--- src/rtl/chan_tseq_pkg.sv ---
package chan_tseq_pkg;

   localparam int FN_W_MIN      = 3;
   localparam int FN_CHAN_BIT   = 2;
   localparam int FN_SIG_BIT    = 1;
   localparam int FN_PROC_BIT   = 0;

   typedef struct packed {
      logic compat;
      logic signal;
      logic proceed;
      logic sig_disc;
      logic sig_proc;
   } fn_dec_t;

   typedef struct packed {
      logic zwc;
      logic eow;
      logic eor;
      logic err;
      logic disc;
      logic wreor;
      logic drop;
      logic ilce_clr;
      logic set_ir;
   } act_t;

endpackage

--- src/rtl/tseq_fn_decode.sv ---
module tseq_fn_decode
   import chan_tseq_pkg::*;
#(
   parameter int FN_W = 3
) (
   input  logic [FN_W-1:0] fn_i,
   output fn_dec_t         dec_o
);

   generate
      if (FN_W < FN_W_MIN) begin : g_bad_width
         $error("tseq_fn_decode: FN_W must be at least 3");
      end
   endgenerate

   always_comb begin
      dec_o          = '0;
      dec_o.compat   = !fn_i[FN_CHAN_BIT];
      dec_o.signal   = fn_i[FN_CHAN_BIT] && fn_i[FN_SIG_BIT];
      dec_o.proceed  = fn_i[FN_CHAN_BIT] && fn_i[FN_PROC_BIT];
      dec_o.sig_disc = dec_o.signal && !fn_i[FN_PROC_BIT];
      dec_o.sig_proc = dec_o.signal &&  fn_i[FN_PROC_BIT];
   end

endmodule

--- src/rtl/tseq_top_pend.sv ---
module tseq_top_pend (
   input  logic clk,
   input  logic rst_n,
   input  logic dir_out_i,
   input  logic top_req_i,
   input  logic buf_busy_i,
   input  logic ilce_i,
   input  logic buf_empty_i,
   input  logic clr_i,
   output logic wreor_req_o,
   output logic pend_o
);

   logic pend_q;
   logic hold;
   logic issue_now;
   logic drain;

   assign hold      = dir_out_i && top_req_i && (buf_busy_i || ilce_i);
   assign issue_now = dir_out_i && top_req_i && !buf_busy_i && !ilce_i;
   assign drain     = dir_out_i && pend_q && buf_empty_i;

   assign wreor_req_o = issue_now || drain;
   assign pend_o      = pend_q;

   always_ff @(posedge clk or negedge rst_n) begin
      if (!rst_n) begin
         pend_q <= 1'b0;
      end else if (hold) begin
         pend_q <= 1'b1;
      end else if (drain || clr_i) begin
         pend_q <= 1'b0;
      end
   end


   pend_hold_chk: assert property (@(posedge clk) disable iff (!rst_n)
      (pend_q && !buf_empty_i && !clr_i) |=> pend_q);

endmodule

--- src/rtl/tseq_action.sv ---
module tseq_action
   import chan_tseq_pkg::*;
(
   input  fn_dec_t dec_i,
   input  logic    dir_out_i,
   input  logic    int_on_i,
   input  logic    zwc_en_i,
   input  logic    eor_en_i,
   input  logic    ilce_i,
   input  logic    word_full_i,
   input  logic    wc_zero_i,
   input  logic    dev_eor_i,
   input  logic    buf_empty_i,
   input  logic    underrun_i,
   input  logic    pend_i,
   input  logic    wreor_req_i,
   output act_t    act_o
);

   always_comb begin
      act_o       = '0;
      act_o.wreor = wreor_req_i;
      if (dev_eor_i) begin
         act_o.ilce_clr = 1'b1;
         act_o.eor      = (dec_i.compat && int_on_i) || eor_en_i;
         if (dec_i.proceed) act_o.set_ir = 1'b1;
         else               act_o.disc   = 1'b1;
      end else if (wc_zero_i) begin
         if (!dir_out_i) begin
            act_o.zwc = !dec_i.compat && zwc_en_i;
            if (dec_i.sig_disc) begin
               act_o.eor  = eor_en_i;
               act_o.disc = 1'b1;
            end
         end else if (dec_i.compat) begin
            act_o.zwc  = int_on_i;
            act_o.disc = 1'b1;
         end else if (dec_i.signal) begin
            act_o.zwc = zwc_en_i;
            if (dec_i.sig_disc) begin
               act_o.eor  = eor_en_i;
               act_o.disc = 1'b1;
            end else begin
               act_o.set_ir = 1'b1;
            end
         end
      end else if (!dir_out_i) begin
         if (word_full_i) begin
            if (dec_i.compat)      act_o.eow = int_on_i;
            else if (dec_i.signal) act_o.err = 1'b1;
         end
      end else begin
         if (underrun_i && !ilce_i) begin
            act_o.drop = 1'b1;
            act_o.err  = 1'b1;
         end else if (buf_empty_i && !ilce_i && !pend_i) begin
            act_o.eow = int_on_i;
         end
      end
   end

endmodule

--- src/rtl/chan_term_seq.sv ---
module chan_term_seq
   import chan_tseq_pkg::*;
#(
   parameter int FN_W    = 3,
   parameter bit REG_OUT = 1'b1
) (
   input  logic            clk,
   input  logic            rst_n,
   input  logic [FN_W-1:0] func_i,
   input  logic            dir_out_i,
   input  logic            int_on_i,
   input  logic            zwc_en_i,
   input  logic            eor_en_i,
   input  logic            ilce_i,
   input  logic            buf_busy_i,
   input  logic            word_full_i,
   input  logic            wc_zero_i,
   input  logic            dev_eor_i,
   input  logic            buf_empty_i,
   input  logic            underrun_i,
   input  logic            top_req_i,
   output logic            zwc_int_o,
   output logic            eow_int_o,
   output logic            eor_int_o,
   output logic            err_o,
   output logic            disc_o,
   output logic            wreor_o,
   output logic            xfr_drop_o,
   output logic            ilce_clr_o,
   output logic            interrec_o
);

   fn_dec_t dec;
   act_t    act;
   logic    wreor_req;
   logic    pend;
   logic    ir_q;

   tseq_fn_decode #(.FN_W(FN_W)) u_dec (
      .fn_i  (func_i),
      .dec_o (dec)
   );

   tseq_top_pend u_pend (
      .clk         (clk),
      .rst_n       (rst_n),
      .dir_out_i   (dir_out_i),
      .top_req_i   (top_req_i),
      .buf_busy_i  (buf_busy_i),
      .ilce_i      (ilce_i),
      .buf_empty_i (buf_empty_i),
      .clr_i       (act.disc),
      .wreor_req_o (wreor_req),
      .pend_o      (pend)
   );

   tseq_action u_act (
      .dec_i       (dec),
      .dir_out_i   (dir_out_i),
      .int_on_i    (int_on_i),
      .zwc_en_i    (zwc_en_i),
      .eor_en_i    (eor_en_i),
      .ilce_i      (ilce_i),
      .word_full_i (word_full_i),
      .wc_zero_i   (wc_zero_i),
      .dev_eor_i   (dev_eor_i),
      .buf_empty_i (buf_empty_i),
      .underrun_i  (underrun_i),
      .pend_i      (pend),
      .wreor_req_i (wreor_req),
      .act_o       (act)
   );

   always_ff @(posedge clk or negedge rst_n) begin
      if (!rst_n) begin
         ir_q <= 1'b0;
      end else if (act.set_ir) begin
         ir_q <= 1'b1;
      end else if (act.disc || word_full_i || buf_empty_i) begin
         ir_q <= 1'b0;
      end
   end

   assign interrec_o = ir_q;

   generate
      if (REG_OUT) begin : g_reg_out
         act_t act_q;
         always_ff @(posedge clk or negedge rst_n) begin
            if (!rst_n) act_q <= '0;
            else        act_q <= act;
         end
         assign zwc_int_o  = act_q.zwc;
         assign eow_int_o  = act_q.eow;
         assign eor_int_o  = act_q.eor;
         assign err_o      = act_q.err;
         assign disc_o     = act_q.disc;
         assign wreor_o    = act_q.wreor;
         assign xfr_drop_o = act_q.drop;
         assign ilce_clr_o = act_q.ilce_clr;


         zwc_src_chk: assert property (@(posedge clk) disable iff (!rst_n)
            zwc_int_o |-> $past(wc_zero_i));

         eow_on_chk: assert property (@(posedge clk) disable iff (!rst_n)
            eow_int_o |-> $past(int_on_i));

         ir_no_disc_chk: assert property (@(posedge clk) disable iff (!rst_n)
            $rose(interrec_o) |-> !disc_o);

         wreor_dir_chk: assert property (@(posedge clk) disable iff (!rst_n)
            wreor_o |-> $past(dir_out_i));

         drop_err_chk: assert property (@(posedge clk) disable iff (!rst_n)
            xfr_drop_o |-> (err_o && !$past(ilce_i)));
      end else begin : g_comb_out
         assign zwc_int_o  = act.zwc;
         assign eow_int_o  = act.eow;
         assign eor_int_o  = act.eor;
         assign err_o      = act.err;
         assign disc_o     = act.disc;
         assign wreor_o    = act.wreor;
         assign xfr_drop_o = act.drop;
         assign ilce_clr_o = act.ilce_clr;
      end
   endgenerate

endmodule

--- config.mk ---
export PLATFORM = sky130hd
export DESIGN_NAME = chan_term_seq
export DESIGN_NICKNAME = d
export VERILOG_FILES = /design/src/rtl/chan_tseq_pkg.sv /design/src/rtl/tseq_fn_decode.sv /design/src/rtl/tseq_top_pend.sv /design/src/rtl/tseq_action.sv /design/src/rtl/chan_term_seq.sv
export SDC_FILE = /design/constraint.sdc
export NUM_CORES = 1
export LEC_CHECK = 0
export BUFFER_PORTS_ARGS = -buffer_cell sky130_fd_sc_hd__buf_2
export CORE_AREA = 3 3 40 42
export CTS_CLUSTER_SIZE = 16
export DETAILED_ROUTE_END_ITERATION = 10
export DIE_AREA = 0 0 43 45
export PLACE_DENSITY = 0.73
export SETUP_SLACK_MARGIN = 0.1
export SKIP_LAST_GASP = 1
export SLEW_MARGIN = 20
export SYNTH_ARGS = -nofsm -noshare
export SYNTH_HDL_FRONTEND = slang
export SYNTH_SLANG_ARGS = --single-unit
export TNS_END_PERCENT = 50
--- constraint.sdc ---
create_clock -name clk -period 2.54 [get_ports clk]
set_input_delay 0.508 -clock clk [delete_from_list [all_inputs] [get_ports clk]]
set_output_delay 0.508 -clock clk [all_outputs]
set_load 0.005 [all_outputs]
==> qor.csv <==
metric,value,unit
num-nets-final,90,
clockPowerShare,39.4,%
highest-signal-layer,met4,
drv_slew,0,
ant_nets,0,
dr.pass1.iters,4,
crit_type,register to output pin,
initial_core_util,34.96,%
end_kind,output pin,
setup_viol,0,
cts.repair.resized,0,
hold_buffers,0,
dr_wl_met3,133,microns
hold_viol_final,0,
drt_iter0_markers,15,
vias,441,
ys_types,22,
final_cells,87,
cts-root-buf,clkbuf_4,
cts_made_buffers,3,
intPower,0.2785,mW
grt_pass1_wl,1.738,mm
fin_ws,1.264,ns
row_count,13,
synth-seq-area-share,55.71,%
powerDensity,581.0,mW/mm^2
drc,0,
syn_inst,43,
reg2reg_slack,1.55,ns
ir_drop,0.3400,mV
place_congestion,0.8326,
wl_met1,461,microns
crit_slowest_cell,dfrtp_1,
syn_avg_cell_area,10.45,sq um
fmax,0.7839,GHz
synth_nets,60,
grt_max_degree,11,
crit_chain,buf_2,
wl_met2,457,microns
dp.cells,83,
via_per_inst,5.069,
post-route-min-period,1.276,ns
path_max_fanout,2,
worst_ep_arrival_time,0.77,ns
setup_tns,0,ns
crit_end,interrec_o,
design_area,629.4,sq um
drive_gt1_share,44.44,%
routedWlPerCell,12.47,microns
post_cts_buffers,0,
grt_pass1_vias,360,
antenna_found_initial,0,
path_buf_inv,1,
worst_pin_slew,0.2298,ns
diodes,0,
clkSlewWorstSetupHoldPaths,0.07,ns
wl,1.085,mm
cts_max_path_buffers,2,
clkSinkCount,10,
ys_seq_elements,10,
yosys_warnings,0,
combinationalPowerShare,14.1,%
fp.dieH,45,microns
port_buffers,25,
syn_area,449.2,sq um
reg2reg_depth,2,
required,2.03,ns
r2r-end,interrec_o,
crit_family,flip-flops,
cts_tree,done,
htree_levels,1,
clk_latency,0.27,ns
seqCellArea,250.2,sq um
rsz0062_at_grt,no,
fin_skew,0.004282,ns
multi_input_area,195.2,sq um
die-area,0.001935,sq mm
pre_cts_ws,1.239,ns
period_share,50.22,%
r2r-start,interrec_o,
syn2layout_area_growth,40.11,%
place_hpwl,856.3,microns
die_w,43,microns
hp-class,input port to asynchronous set/reset pin,
place_area,593.1,sq um
core,0.001285,sq mm
leakagePower,0.3261,nW
io_pins,26,
path_depth,1,
n_fill_cell,126,
power_switching,0.08717,mW
seq_power_share,46.5,%
status,finished clean,
start_kind,register,
slowest_delay,0.37,ns
critPathLaunch,interrec_o,
switching_share,23.84,%
maxCapViolCount,0,
relSlewSlack,84.68,%
gr-usage-all-layers,13.26,%
overflow,0,
final cells by class:
type,count,share of cell area [%]
well taps,15,2.982
repair buffers,25,19.88
multi-input cells,32,31.01
inverters,1,0.5964
clock buffers,4,5.765
flip-flops and latches,10,39.76
placed cells by master (no fill, tap or decap):
cell	instances
buf_2	25
dfrtp_1	10
nand2_1	8
nor2b_1	3
clkbuf_4	3
nor2_1	2
o21ai_0	2
o22ai_1	2
and2b_1	1
nand4_1	1
a211oi_2	1
inv_1	1
nand2b_1	1
a32o_1	1
and3_1	1
nand3_1	1
a211oi_1	1
o21bai_1	1
a22oi_2	1
o31ai_1	1
nor3_1	1
a22oi_1	1
a31oi_1	1
or3b_2	1
clkbuf_8	1
synth_stat cells:
master | number | area share, %
a22oi_2 | 1 | 2.8
nor3_1 | 1 | 1.1
a32o_1 | 1 | 2.2
and2b_1 | 1 | 1.7
and3_1 | 1 | 1.4
nand3_1 | 1 | 1.1
a211oi_2 | 1 | 2.8
o21bai_1 | 1 | 1.7
nand2b_1 | 1 | 1.4
o31ai_1 | 1 | 1.7
a22oi_1 | 1 | 1.7
a211oi_1 | 1 | 1.7
nand2_1 | 8 | 6.7
inv_1 | 1 | 0.83
a31oi_1 | 1 | 1.4
nand4_1 | 1 | 1.4
dfrtp_1 | 10 | 56
nor2_1 | 2 | 1.7
o21ai_0 | 2 | 2.2
nor2b_1 | 3 | 4.2
o22ai_1 | 2 | 2.8
or3b_2 | 1 | 2.0
stage by stage:
stage / utilization, % / hold slack [ns] / power, mW
6_report: 48.98 / 0.08445 / 0.3656
5_1_grt: 48.98 / 0.08798 / 0.3845
4_1_cts: 48.98 / 0.08303 / 0.3722
3_5_place_dp: 46.15 / 0.3793 / 0.2250
3_3_place_gp: 46.15 / 0.3747 / 0.2245
2_1_floorplan: - / 0.2124 / 0.1926
state kept, by name, indices dropped and copies added, names as in the netlist:
name,count
disc_o,1
eor_int_o,1
eow_int_o,1
err_o,1
ilce_clr_o,1
interrec_o,1
u_pend.pend_o,1
wreor_o,1
xfr_drop_o,1
zwc_int_o,1
power groups by stage:
stage / Combinational [mW] / Sequential [mW] / Clock [mW]
floorplan: 0.0186 / 0.174 / 0
global placement: 0.0518 / 0.173 / 0
detailed placement: 0.0521 / 0.173 / 0
CTS: 0.0522 / 0.170 / 0.150
global route: 0.0578 / 0.171 / 0.156
finish: 0.0515 / 0.170 / 0.144
cells by family (layout without fill, tap and decap cells):
group | Yosys count | after routing | synth area share (%)
DFF | 10 | 10 | 55.71
buffers and inverters | 1 | 30 | 0.8349
and+or+nand+nor | 20 | 20 | 22.57
AOI/OAI and AO/OA | 12 | 12 | 20.89
per-layer routing:
layer  global-route usage [%]  vias up
li1                         -      216
met1                    16.83      197
met2                    17.37       24
met3                    5.578        4
met4                    10.84        0
met5                        0        -
worst min-delay path by stage:
| stage | start | end |
|---|---|---|
| final | rst_n | zwc_int_o |
| after global routing | rst_n | u_pend.pend_o |
| after CTS | rst_n | interrec_o |
| after detailed placement | rst_n | xfr_drop_o |
| after global placement | rst_n | xfr_drop_o |
| after floorplan | rst_n | disc_o |
No activity file was read; power rests on OpenSTA's default activity.
